$ cat src/rtl/uart_rxb_pkg.sv
package uart_rxb_pkg;

    localparam int DATA_W = 8;
    localparam int ERR_W  = 3;

    typedef struct packed {
        logic [ERR_W-1:0]  err;
        logic [DATA_W-1:0] data;
    } rx_entry_t;

endpackage

$ cat src/rtl/rxb_storage.sv
module rxb_storage
    import uart_rxb_pkg::*;
#(
    parameter int DEPTH = 64,
    localparam int AW   = $clog2(DEPTH),
    localparam int CW   = AW + 1
) (
    input  logic              clk,
    input  logic              rst_n,
    input  logic              clr,
    input  logic              push_req,
    input  logic              pop_req,
    input  rx_entry_t         wr_entry,
    output rx_entry_t         head_entry,
    output logic [DATA_W-1:0] rd_data,
    output logic [CW-1:0]     count_q_o,
    output logic [CW-1:0]     count_d_o,
    output logic              drop
);

    typedef struct packed {
        logic [AW-1:0]     wr_ptr;
        logic [AW-1:0]     rd_ptr;
        logic [CW-1:0]     count;
        logic [DATA_W-1:0] rd_data;
    } stor_t;

    stor_t     st_d, st_q;
    rx_entry_t mem [DEPTH];
    logic      do_push, do_pop, is_full, is_empty;

    function automatic logic [AW-1:0] bump(input logic [AW-1:0] p);
        return (p == AW'(DEPTH - 1)) ? '0 : p + 1'b1;
    endfunction

    always_comb begin
        st_d     = st_q;
        is_empty = (st_q.count == '0);
        is_full  = (st_q.count == CW'(DEPTH));
        do_pop   = pop_req && !is_empty && !clr;
        do_push  = push_req && !clr && (!is_full || do_pop);
        drop     = push_req && !clr && !do_push;

        if (clr) begin
            st_d.wr_ptr = '0;
            st_d.rd_ptr = '0;
            st_d.count  = '0;
        end else begin
            if (do_push) st_d.wr_ptr = bump(st_q.wr_ptr);
            if (do_pop) begin
                st_d.rd_ptr  = bump(st_q.rd_ptr);
                st_d.rd_data = mem[st_q.rd_ptr].data;
            end
            case ({do_push, do_pop})
                2'b10:   st_d.count = st_q.count + 1'b1;
                2'b01:   st_d.count = st_q.count - 1'b1;
                default: st_d.count = st_q.count;
            endcase
        end
    end

    always_ff @(posedge clk or negedge rst_n) begin
        if (!rst_n) st_q <= '0;
        else        st_q <= st_d;
    end

    always_ff @(posedge clk) begin
        if (do_push) mem[st_q.wr_ptr] <= wr_entry;
    end

    assign head_entry = mem[st_q.rd_ptr];
    assign rd_data    = st_q.rd_data;
    assign count_q_o  = st_q.count;
    assign count_d_o  = st_d.count;

endmodule

$ cat src/rtl/rxb_level.sv
module rxb_level
    import uart_rxb_pkg::*;
#(
    parameter int DEPTH = 64,
    localparam int CW   = $clog2(DEPTH) + 1
) (
    input  logic             clk,
    input  logic             rst_n,
    input  logic             clr,
    input  logic [CW-1:0]    count,
    input  logic [CW-1:0]    trig,
    input  logic             mode_en,
    input  logic             irq_en,
    input  logic             drop,
    input  logic             status_rd,
    input  logic [ERR_W-1:0] head_err_raw,
    output logic [ERR_W-1:0] head_err,
    output logic             lvl_hit,
    output logic             irq,
    output logic             data_ready,
    output logic             overrun
);

    typedef struct packed {
        logic ovr;
    } lvl_t;

    lvl_t st_d, st_q;

    always_comb begin
        st_d = st_q;
        if (clr)            st_d.ovr = 1'b0;
        else if (drop)      st_d.ovr = 1'b1;
        else if (status_rd) st_d.ovr = 1'b0;
    end

    always_ff @(posedge clk or negedge rst_n) begin
        if (!rst_n) st_q <= '0;
        else        st_q <= st_d;
    end

    assign data_ready = (count != '0);
    assign lvl_hit    = (count >= trig);
    assign irq        = lvl_hit && mode_en && irq_en;
    assign overrun    = st_q.ovr;
    assign head_err   = data_ready ? head_err_raw : '0;

endmodule

$ cat src/rtl/rxb_flow.sv
module rxb_flow #(
    parameter int DEPTH = 64,
    localparam int CW   = $clog2(DEPTH) + 1,
    localparam int TW   = CW + 1
) (
    input  logic          clk,
    input  logic          rst_n,
    input  logic          clr,
    input  logic          feat_en,
    input  logic          modem_en,
    input  logic [CW-1:0] count_next,
    input  logic [CW-1:0] trig,
    input  logic [CW-1:0] hyst,
    output logic          rts_n
);

    typedef struct packed {
        logic hold_off;
    } flow_t;

    flow_t         st_d, st_q;
    logic [TW-1:0] sum_w;
    logic [CW-1:0] upper, lower;
    logic          active;

    always_comb begin
        sum_w  = {1'b0, trig} + {1'b0, hyst};
        upper  = (sum_w > TW'(DEPTH)) ? CW'(DEPTH) : sum_w[CW-1:0];
        lower  = (hyst >= trig) ? '0 : trig - hyst;
        active = feat_en && modem_en;

        st_d = st_q;
        if (clr || !active)            st_d.hold_off = 1'b0;
        else if (count_next >= upper)  st_d.hold_off = 1'b1;
        else if (count_next <= lower)  st_d.hold_off = 1'b0;
    end

    always_ff @(posedge clk or negedge rst_n) begin
        if (!rst_n) st_q <= '0;
        else        st_q <= st_d;
    end

    assign rts_n = st_q.hold_off;

endmodule

$ cat src/rtl/uart_rx_buffer.sv
module uart_rx_buffer
    import uart_rxb_pkg::*;
#(
    parameter int DEPTH = 64,
    localparam int CW   = $clog2(DEPTH) + 1
) (
    input  logic              clk,
    input  logic              rst_n,
    input  logic              fifo_clr,
    input  logic              wr_en,
    input  logic [DATA_W-1:0] wr_data,
    input  logic [ERR_W-1:0]  wr_err,
    input  logic              rd_en,
    output logic [DATA_W-1:0] rd_data,
    output logic [ERR_W-1:0]  head_err,
    input  logic              status_rd,
    input  logic              fifo_mode_en,
    input  logic              rx_irq_en,
    input  logic              flow_feat_en,
    input  logic              flow_modem_en,
    input  logic [CW-1:0]     trig_lvl,
    input  logic [CW-1:0]     hyst,
    output logic [CW-1:0]     fill_level,
    output logic              data_ready,
    output logic              rx_lvl_hit,
    output logic              rx_irq,
    output logic              overrun,
    output logic              rts_n
);

    rx_entry_t     in_entry, head_entry;
    logic [CW-1:0] count_next;
    logic          drop;

    assign in_entry = '{err: wr_err, data: wr_data};

    rxb_storage #(.DEPTH(DEPTH)) u_stor (
        .clk        (clk),
        .rst_n      (rst_n),
        .clr        (fifo_clr),
        .push_req   (wr_en),
        .pop_req    (rd_en),
        .wr_entry   (in_entry),
        .head_entry (head_entry),
        .rd_data    (rd_data),
        .count_q_o  (fill_level),
        .count_d_o  (count_next),
        .drop       (drop)
    );

    rxb_level #(.DEPTH(DEPTH)) u_lvl (
        .clk          (clk),
        .rst_n        (rst_n),
        .clr          (fifo_clr),
        .count        (fill_level),
        .trig         (trig_lvl),
        .mode_en      (fifo_mode_en),
        .irq_en       (rx_irq_en),
        .drop         (drop),
        .status_rd    (status_rd),
        .head_err_raw (head_entry.err),
        .head_err     (head_err),
        .lvl_hit      (rx_lvl_hit),
        .irq          (rx_irq),
        .data_ready   (data_ready),
        .overrun      (overrun)
    );

    rxb_flow #(.DEPTH(DEPTH)) u_flow (
        .clk        (clk),
        .rst_n      (rst_n),
        .clr        (fifo_clr),
        .feat_en    (flow_feat_en),
        .modem_en   (flow_modem_en),
        .count_next (count_next),
        .trig       (trig_lvl),
        .hyst       (hyst),
        .rts_n      (rts_n)
    );

endmodule

$ cat config.mk
export PLATFORM = sky130hd
export DESIGN_NAME = uart_rx_buffer
export DESIGN_NICKNAME = d
export VERILOG_FILES = /design/src/rtl/uart_rxb_pkg.sv /design/src/rtl/rxb_storage.sv /design/src/rtl/rxb_level.sv /design/src/rtl/rxb_flow.sv /design/src/rtl/uart_rx_buffer.sv
export SDC_FILE = /design/constraint.sdc
export NUM_CORES = 1
export LEC_CHECK = 0
export ABC_AREA = 1
export BUFFER_PORTS_ARGS = -buffer_cell sky130_fd_sc_hd__buf_4
export CORE_ASPECT_RATIO = 0.6
export CORE_MARGIN = 4
export CORE_UTILIZATION = 32
export DETAILED_ROUTE_END_ITERATION = 10
export GPL_ROUTABILITY_DRIVEN = 0
export PLACE_DENSITY_LB_ADDON = 0.2
export SYNTH_ARGS = -nofsm -noshare
export SYNTH_HDL_FRONTEND = slang
export SYNTH_SLANG_ARGS = --single-unit
$ cat constraint.sdc
create_clock -name clk -period 4.3 [get_ports clk]
set_clock_uncertainty 0.15 [all_clocks]
set_input_delay 0 -clock clk [delete_from_list [all_inputs] [get_ports clk]]
set_output_delay 0 -clock clk [all_outputs]
set_load 0.005 [all_outputs]
# Word level (Yosys, flattened, before mapping)

Memories as Yosys holds them, arrays and structs flattened.
Cells that the tools add are included.
Widths: inputs -> output; s select.

Flip-flop bits (word level): 29
Bits in latches: 0
RAM bits: 704
Bits in read-only memories: 0
Bits of input ports: 35
Output and inout bits: 23
Word-level logic and storage cells: 63
Memories: 1

$add $sub $neg: 6
$mul: 0
Divide/modulo/power cells: 0
Magnitude comparators: 5
Equality and inequality tests: 5
Shift-type cells: 0
Mux-type cells: 17
Bitwise logic cells: 1
Reduce and logical (&&, ||, !) cells: 22

Memory list:

| memory     | depth | bits a word | read ports | clocked after Yosys merged registers in | write ports | line              | source |
|---|---|---|---|---|---|---|---|
| u_stor.mem | 64    | 11          | 1          | 0                                       | 1           | rxb_storage.sv:29 | `rx_entry_t mem [DEPTH];` |

Operators with widths:

| kind                | count |
|---|---|
| $mux 6              | 4 |
| $ge 7x7->1          | 3 |
| $mux 19             | 1 |
| $mux 7              | 2 |
| $pmux 7 s2          | 1 |
| $add 6x1->6 const B | 2 |
| $eq 6x6->1 const B  | 2 |
| $add 7x7->8         | 1 |
| $gt 8x7->1 const B  | 1 |
| $logic_and 1x1->1   | 8 |
| $mux 1              | 8 |
| $add 7x1->7 const B | 1 |
| $eq 7x7->1 const B  | 1 |
| $le 7x7->1          | 1 |
| $logic_not 7->1     | 1 |
| $reduce_bool 7->1   | 1 |
| $sub 7x1->7 const B | 1 |
| $sub 7x7->7         | 1 |
| $reduce_bool 3->1   | 2 |
| $logic_not 1->1     | 5 |
| $reduce_bool 2->1   | 2 |
| $mux 3              | 1 |
| $eq 2x1->1 const B  | 1 |
| $eq 2x2->1 const B  | 1 |
| 3 further kinds     | 4 |

# Depth between registers and ports, before layout

Gate-level depths: netlist (run 1).

Depth in word-level cells: 13
Gate-level depth with buffers: 23
Mapped depth without buffers: 23

# Cells and area by module

From an unflattened synthesis (run 1), not the netlist that was laid out.

Cells, all modules: 2,855
Area total of the unflattened synthesis: 31,572.8 sq um

Modules (own cells, without submodules):

| module      | instances | cells each | area an instance (sq um) | sequential area each (sq um) |
|---|---|---|---|---|
| rxb_storage | 1         | 2,631      | 30,177.7                 | 21,815.9 |
| rxb_flow    | 1         | 170        | 1,096.1                  | 25.0 |
| rxb_level   | 1         | 54         | 299.0                    | 25.0 |

# Worst setup path after synthesis (run 1)

No wires, ideal clock.

Kind: register to register
Start: register u_stor.st_q (netlist bit u_stor.count_q_o[0])
End: register u_flow.st_q, in the netlist u_flow.rts_n
Library setup time: 0.123 ns
Arrival time: 3.125 ns
Data required time: 4.027 ns
Setup slack: 0.902 ns
Cell stages (with the launch flop): 24
Buffers on the path: 0
Period minus slack after synthesis: 3.398 ns
Path through: dfrtp_1 -> inv_2 -> nand2_1 -> nor2_2 -> nand2_4 -> nand4_1 -> inv_1 -> fa_1 -> nand2_1 -> nand2_1 -> a21o_1 -> nand2_1 -> nand2_1 -> a21oi_1 -> xor2_1 -> nand2_1 -> o21ai_0 -> nor2_1 -> ha_1 -> a21oi_1 -> o21ai_0 -> a21o_1 -> a31oi_1 -> a21oi_1

Cells in the longest elaborated chain, start to end: 12
Elaborated cells between the ends (all ways): 19
Classes of those cells: 2 x add/sub; 2 x order compare; 3 x eq/ne; 4 x mux; 8 x reduce/logical

Ends and longest elaborated chain:

| element                                         | line                 | source |
|---|---|---|
| start: declaration                              | rxb_storage.sv:28    | `stor_t st_d, st_q;` |
| start signal: assignment                        | rxb_storage.sv:64    | `else st_q <= st_d;` |
| $logic_not 7->1                                 | rxb_storage.sv:38    | `is_empty = (st_q.count == '0);` |
| $logic_not 1->1                                 | rxb_storage.sv:40    | `do_pop = pop_req && !is_empty && !clr;` |
| $logic_and 1x1->1 (2 in series)                 | rxb_storage.sv:40    |  |
| $logic_or 1x1->1                                | rxb_storage.sv:41    | `do_push = push_req && !clr && (!is_full \|\| do_pop);` |
| $logic_and 1x1->1                               | rxb_storage.sv:41    |  |
| $eq 2x1->1 / $eq 2x2->1 (equally long branches) | rxb_storage.sv:54    | `case ({do_push, do_pop})` |
| $pmux 7 s2 (*)                                  | rxb_storage.sv:54    |  |
| $mux 19 (*)                                     | rxb_storage.sv:44    | `if (clr) begin` |
| via count_next[6]                               | uart_rx_buffer.sv:32 | `logic [CW-1:0] count_next;` |
| $ge 7x7->1                                      | rxb_flow.sv:34       | `else if (count_next >= upper) st_d.hold_off = 1'b1;` |
| $mux 1                                          | rxb_flow.sv:34       |  |
| $mux 1                                          | rxb_flow.sv:33       | `if (clr \|\| !active) st_d.hold_off = 1'b0;` |
| end signal: assignment                          | rxb_flow.sv:40       | `else st_q <= st_d;` |
| end: declaration                                | rxb_flow.sv:21       | `flow_t st_d, st_q;` |

Mark *: on every way through the listed nets, which the timed path passes. The rest lies on a longest branch.
A chain may end at the register's enable or synchronous reset.

# Worst setup path in the final report (run 1)

Start: register u_stor.st_q[16] (netlist bit)
End: output head_err[1]

Cells in the longest elaborated chain, start to end: 2

Ends and longest elaborated chain:

| element          | line                 | source |
|---|---|---|
| $mem_v2 64x11    | -                    |  |
| $mux 3           | rxb_level.sv:46      | `assign head_err = data_ready ? head_err_raw : '0;` |
| end: declaration | uart_rx_buffer.sv:15 | `output logic [ERR_W-1:0] head_err,` |

Every way passes these cells.

==> results of run 1 <==
## sequential cells by signal (all words and copies together) (netlist names)
register          flops
u_stor.mem          704
u_stor.st_q          12
u_stor.rd_data        8
u_stor.count_q_o      7
u_flow.rts_n          1
u_lvl.overrun         1
## metrics by stage
stage / hold slack [ns] / total power, W / area, um2 / util / std cells
after floorplan: -0.446 / 0.00962 / 31100 / - / 2554
after global placement: -0.176 / 0.0106 / 33000 / 0.343 / 3847
after detailed placement: -0.169 / 0.0106 / 33000 / 0.343 / 3847
after CTS: 0.0110 / 0.0170 / 35600 / 0.370 / 4005
after global routing: 0.0443 / 0.0176 / 35600 / 0.370 / 4005
final: 0.0650 / 0.0169 / 35600 / 0.370 / 4005
## power by group through the flow
stage                     Combinational [W]  Clock (W)  Sequential, W
final                               0.00249    0.00637        0.00804
after CTS                           0.00246    0.00651        0.00804
after global routing                0.00273    0.00684        0.00804
after detailed placement            0.00243          0        0.00819
after floorplan                     0.00154          0        0.00808
after global placement              0.00242          0        0.00819
## cells in the final DEF (no fill, tap or decap), types with 3 or more instances in the layout
master         Yosys  routed
o21ai_0          154     154
clkinv_2           0      13
dlygate4sd3_1      0      28
nor3_1            43      43
ha_1              41      41
fa_1               3       3
edfxtp_1         704     704
clkbuf_1          44      12
nand3_2            3       3
xnor2_1            5       5
clkbuf_16          0      78
buf_4             30     134
a21o_1             3       3
inv_1             97      97
mux2i_1           59      59
nand3_1          141     141
o22ai_1           69      69
nand2_1          528     527
nand4_1            8       8
xor2_1             8       8
bufinv_16          0       5
o211ai_1          50      50
inv_2              7       5
o221ai_1           3       3
nor2_1           228     228
a21oi_1          169     169
buf_12             0      11
o21ai_1           24      24
dfrtp_1           29      26
clkinv_1           0      15
clkinvlp_4         0       4
## cells by family after synthesis
logic type	count (synthesis)	synth area share
AOI/OAI and AO/OA	483	0.0861
xor gates and xnor gates	13	0.00366
DFF	733	0.703
muxes	59	0.0190
adders and majority gates	44	0.0184
buffers and inverters	260	0.0430
and+or+nand+nor	962	0.126
## critical path, delay by kind of cell (launching register included)
family	cells	cell delay, ns
DFF	1	0.75
AOI/OAI and AO/OA	2	0.52
buffers and inverters	3	1.14
and+or+nand+nor	5	0.69
## cell type report
cell class | count | area (um2) | share of cell area
clock inverters | 39 | 330 | 0.00927
clock buffers | 90 | 2000 | 0.0560
well taps | 1305 | 1630 | 0.0458
inverters | 104 | 399 | 0.0112
flip-flops and latches | 733 | 21900 | 0.614
multi-input cells | 1561 | 7890 | 0.221
repair buffers | 173 | 1510 | 0.0423
## worst min-delay path by stage
| stage | to | depth (start not counted) | slack, ns |
|---|---|---|---|
| 2_1_floorplan | u_flow.rts_n$_DFFE_PN0P_ | 0 | -0.45 |
| 3_3_place_gp | u_stor.count_q_o[3]$_DFF_PN0_ | 1 | -0.18 |
| 3_5_place_dp | u_stor.count_q_o[3]$_DFF_PN0_ | 1 | -0.17 |
| 4_1_cts | u_stor.count_q_o[2]$_DFF_PN0_ | 3 | 0.01 |
| 5_1_grt | u_stor.count_q_o[2]$_DFF_PN0_ | 3 | 0.04 |
| 6_report | u_stor.count_q_o[2]$_DFF_PN0_ | 3 | 0.07 |
## metal layers
layer	track usage	up-vias	part of all wire	wire length, um
met2	0.229	810	0.37	35400
li1	-	9320	-	-
met4	0.0409	0	0.017	1600
met3	0.0667	102	0.11	10600
met1	0.296	10300	0.50	48100
met5	0	-	0	0
==> flow_summary_export.csv, run 1 <==
group,metric,value,unit
cts,clk_pin_slew,0.07,ns
grt,grt_pass1_vias,19500,
placement,post-place-ws,0.387,ns
sta,period_share,0.918,
synth,syn_area,31100,um2
critical_path,slowest_stage,"inv_2",
run,maxCapViolCount,0,
detailed_routing,vias,20600,
sta,hold_viol,0,
synth,synth.most_common_cell,"edfxtp_1",
critical_path,critPathMaxFanout,46,
critical_path,rrSetupSlack,0.38,ns
sta,setup_tns,0,ns
placement,numPortBuffers,57,
min_path,min_path_type,"in2reg",
die,ios,58,
sta,tightest_slew,1.18,ns
run_status,status,"complete, no violations",
critical_path,startpoint,"u_stor.st_q[16]$_DFFE_PN0P_",
synth,ys_top_cells_by_area,"edfxtp_1 68%, nand2_1 6.4%, nor2_1 2.8%",
cells_and_area,syn2layout_area_growth,14.6,%
cells_and_area,antennaDiodeCount,0,
pwr,p_leak,12.6,nW
sta,layout_setup_ws,0.355,ns
pwr,combPwrFrac,0.147,
cells_and_area,layout-drive-gt1-share,0.101,
die,die_w,410,um
detailed_routing,wire_per_inst,23.9,um
sta,maxSlewHeadroom,0.210,
critical_path,endpoint,"head_err[1]",
synth,ys_ff_latch,733,
cts,clock_path_buffers,3,
pwr,power_frac_seq,0.476,
detailed_routing,postRouteAntennaNets,0,
cts,insertion_delay,0.65,ns
pwr,swShare,0.276,
critical_path,reg2regPathDepth,23,
min_path,hp-start,"fifo_clr",
synth,synth-seq-area-share,0.703,
critical_path,cp-end-kind,"output port",
detailed_routing,totalWireLength,95.7,mm
die,die_h,249,um
cts,numCtsBuffers,72,
pwr,power_density,474,nW/um2
sta,max_freq,253,MHz
synth,synth.top_cell.area_share,0.680,
synth,yosysWarnings,0,
synth,async_flop_share,0.0396,
die,core,96200,um2
cells_and_area,nets,2724,
synth,synth-edff-count,704,
sta,setup_viol,0,
synth,syn-num-nets,2633,
grt,grt_max_degree,100,
cts,cts_root_buf,"clkbuf_16",
pwr,clkPwrFrac,0.377,
synth,syn_inst,2554,
grt,track_usage,0.184,
die,placementRows,88,
critical_path,crit_path_max_incr_delay,0.80,ns
synth,ys_top_cells_by_count,"704 x edfxtp_1, 528 x nand2_1, 228 x nor2_1",
critical_path,cp.arrival,3.80,ns
pwr,power.switching,0.00467,W
grt,antenna_found_initial,1,
cts,cts_resized,0,
cells_and_area,n_fill_cell,9347,
critical_path,start_kind,"register",
critical_path,crit_type,"reg2out",
detailed_routing,drcViolationCount,0,
grt,grt.overflow.total,0,
detailed_routing,vias_per_cell,5.13,
sta,final.min_clock_period,3.95,ns
die,floorplan.initialDensity,0.323,
sta,slew_viol_final,0,
cts,ctsHtreeMaxLevel,3,
pwr,irDropWorstVdd,0.293,mV
critical_path,rr_endpoint,"u_flow.rts_n$_DFFE_PN0P_",
detailed_routing,firstDrtPassIters,5,
placement,dpl.hpwl,59.1,mm
critical_path,required,4.15,ns
synth,synth_top_cell_by_area,"edfxtp_1",
cts,clkSinkCount,733,
cts,cts_hold_buf,29,
critical_path,timing.rr.start,"u_stor.count_q_o[0]$_DFF_PN0_",
cts,postCtsSetupBuffers,0,
detailed_routing,drt_iter0_markers,2600,
sta,rsz0062_at_grt,"no",
grt,grt_pass1_wl,139,mm
die,dieArea,102000,um2
pwr,cellInternalPower,0.0122,W
cts,cts_tree,"built",
synth,synth-main-ff-cell,"edfxtp_1",
synth,avgSynthCellArea,12.2,um2
synth,yosysUniqueCellTypes,44,
critical_path,cp_cell_sequence,"inv_2 > nand2_2 > inv_2 > a21oi_1 > o211ai_1 > nand3_1 > nand3_1 > nand2_1 > nor2_1 > buf_4",
(Power assumes the default switching activity.)
==> inputs of run 2 (changes only) <==
Settings changed: CTS_BUF_LIST from default to sky130_fd_sc_hd__clkbuf_4 sky130_fd_sc_hd__clkbuf_8, SLEW_MARGIN from default to 10, SYNTH_HIERARCHICAL from default to 1.
==> run 2 against run 1 <==
  * Sequential power barely moved
  * First-iteration DRC count decreased by 21%
  * Combinational power decreased by 7%
  * Die area up 1.4%
  * Clock power fell by 11%
  * Critical path depth is 3 higher
  * Non-clock buffer count is 2 lower
  * Global-route usage shrank 0.29 points
  * Routed wire length increased by 0.16%
  * Register-to-register slack improved by 0.16 ns
  * Flip-flop and latch count is the same
  * Largest cell class unchanged
==> flow_summary_export.csv, run 2 <==
group,metric,value,unit
placement,numPortBuffers,57,
detailed_routing,vias_per_cell,5.05,
grt,grt_max_degree,103,
synth,yosysWarnings,6,
sta,final.min_clock_period,3.92,ns
run,maxCapViolCount,0,
critical_path,rr_endpoint,"u_flow/rts_n$_DFFE_PN0P_",
grt,grt_pass1_vias,20900,
pwr,cellInternalPower,0.0115,W
cts,cts_resized,0,
cells_and_area,ff_latch_area,21900,um2
die,floorplan.initialDensity,0.325,
pwr,power_frac_seq,0.501,
grt,grt.overflow.total,0,
critical_path,critPathMaxFanout,84,
cts,numCtsBuffers,105,
pwr,power.switching,0.00448,W
cts,clk_pin_slew,0.06,ns
cells_and_area,n_fill_cell,9601,
critical_path,cp-end-kind,"output port",
sta,setup_tns,0,ns
sta,rsz0062_at_grt,"no",
die,dieArea,104000,um2
die,ios,58,
synth,syn-num-nets,2927,
synth,avgSynthCellArea,11.1,um2
sta,maxSlewHeadroom,0.142,
detailed_routing,postRouteAntennaNets,0,
min_path,whs_endpoint,"u_stor/st_q[19]$_DFFE_PN0P_",
min_path,min_path_type,"in2reg",
cts,cts_root_buf,"clkbuf_8",
cells_and_area,syn2layout_area_growth,13.7,%
pwr,irDropWorstVdd,0.233,mV
pwr,swShare,0.281,
sta,setup_viol,0,
detailed_routing,totalWireLength,95.8,mm
critical_path,required,4.15,ns
sta,hold_viol,0,
critical_path,rrSetupSlack,0.54,ns
cells_and_area,nets,3036,
die,die_h,251,um
detailed_routing,drcViolationCount,0,
critical_path,crit_type,"reg2out",
cells_and_area,layout_commonest_cell,"nand2_1",
sta,period_share,0.913,
die,placementRows,88,
grt,antenna_found_initial,3,
cells_and_area,layout-drive-gt1-share,0.115,
cells_and_area,largest_reg_flops,704,
critical_path,timing.rr.start,"u_stor/count_q_o[0]$_DFF_PN0_",
run_status,status,"complete, no violations",
grt,grt_pass1_wl,140,mm
die,core,96900,um2
detailed_routing,vias,22000,
cts,postCtsSetupBuffers,0,
cts,clock_path_buffers,3,
pwr,power_density,446,nW/um2
critical_path,start_kind,"register",
synth,syn_inst,2847,
synth,syn_area,31500,um2
critical_path,cp.arrival,3.77,ns
cells_and_area,layout_common_cells,"977 x nand2_1, 704 x edfxtp_1, 344 x nand3_1",
sta,slew_viol_final,0,
pwr,combPwrFrac,0.145,
die,die_w,413,um
sta,max_freq,255,MHz
detailed_routing,drt_iter0_markers,2046,
detailed_routing,firstDrtPassIters,6,
cells_and_area,largest-register,"u_stor/mem",
critical_path,reg2regPathDepth,22,
pwr,clkPwrFrac,0.354,
cts,clkSinkCount,733,
pwr,p_leak,13.3,nW
placement,dpl.hpwl,59.3,mm
cts,ctsHtreeMaxLevel,3,
cts,cts_tree,"built",
min_path,hp-start,"rd_en",
cells_and_area,final_area,35800,um2
detailed_routing,wire_per_inst,22.0,um
cells_and_area,multi_input_area,8420,um2
placement,placed_area,33500,um2
cts,cts_hold_buf,26,
sta,tightest_slew,1.28,ns
grt,track_usage,0.181,
min_path,holdPathStages,5,
cts,insertion_delay,0.76,ns
==> run 2: area by class of cell <==
| cell class | instances | area share |
|---|---|---|
| flip-flops and latches | 733 | 0.610 |
| multi-input cells | 1856 | 0.235 |
| clock buffers | 148 | 0.0500 |
| well taps | 1305 | 0.0456 |
| repair buffers | 171 | 0.0407 |
| inverters | 89 | 0.00960 |
| clock inverters | 42 | 0.00845 |
| diodes | 3 | 0.000210 |
==> run 2: critical path: stages (launching register included) <==
cell     delay (ns)
dfrtp_4        0.67
inv_8          0.45
buf_4          0.37
nor2_1         0.07
o22ai_1        0.20
nand2_1        0.22
nand2_1        0.12
nand3_1        0.17
nand2_1        0.14
nand2_1        0.05
nand2_1        0.08
inv_1          0.04
nor2_1         0.17
buf_4          0.14
==> run 2: metal layers <==
metal  global-route usage  vias to the layer above  routed length [um]
met3               0.0454                      139                7840
li1                     -                    10000                   -
met2                0.249                      780               39200
met1                0.281                    11000               46600
met4               0.0501                        2                2110
met5                    0                        -                  11
==> run 2: power by group through the flow <==
stage | sequential, W | clock, W | combinational (W)
3_5_place_dp | 0.00816 | 0 | 0.00228
3_3_place_gp | 0.00816 | 0 | 0.00226
2_1_floorplan | 0.00807 | 0 | 0.00147
4_1_cts | 0.00801 | 0.00584 | 0.00231
5_1_grt | 0.00801 | 0.00616 | 0.00255
6_report | 0.00801 | 0.00566 | 0.00232
==> run 2: worst max path at each step <==
stage                                  start                  endpoint
2_1_floorplan  u_stor/count_q_o[5]$_DFF_PN0_  u_flow/rts_n$_DFFE_PN0P_
3_3_place_gp   u_stor/count_q_o[0]$_DFF_PN0_  u_flow/rts_n$_DFFE_PN0P_
3_5_place_dp   u_stor/count_q_o[5]$_DFF_PN0_  u_flow/rts_n$_DFFE_PN0P_
4_1_cts          u_stor/st_q[15]$_DFFE_PN0P_               head_err[2]
5_1_grt          u_stor/st_q[15]$_DFFE_PN0P_               head_err[2]
6_report         u_stor/st_q[15]$_DFFE_PN0P_               head_err[1]
==> run 2: stage by stage <==
| step | std cells | utilization | setup slack [ns] | hold slack (ns) | total power (W) |
|---|---|---|---|---|---|
| 3_5_place_dp | 4128 | 0.345 | 0.662 | -0.177 | 0.0104 |
| 2_1_floorplan | 2847 | - | 0.798 | -0.446 | 0.00954 |
| 3_3_place_gp | 4128 | 0.345 | 0.752 | -0.183 | 0.0104 |
| 4_1_cts | 4344 | 0.370 | 0.348 | 0.0405 | 0.0162 |
| 6_report | 4347 | 0.370 | 0.375 | 0.113 | 0.0160 |
| 5_1_grt | 4345 | 0.370 | 0.0936 | 0.0896 | 0.0167 |
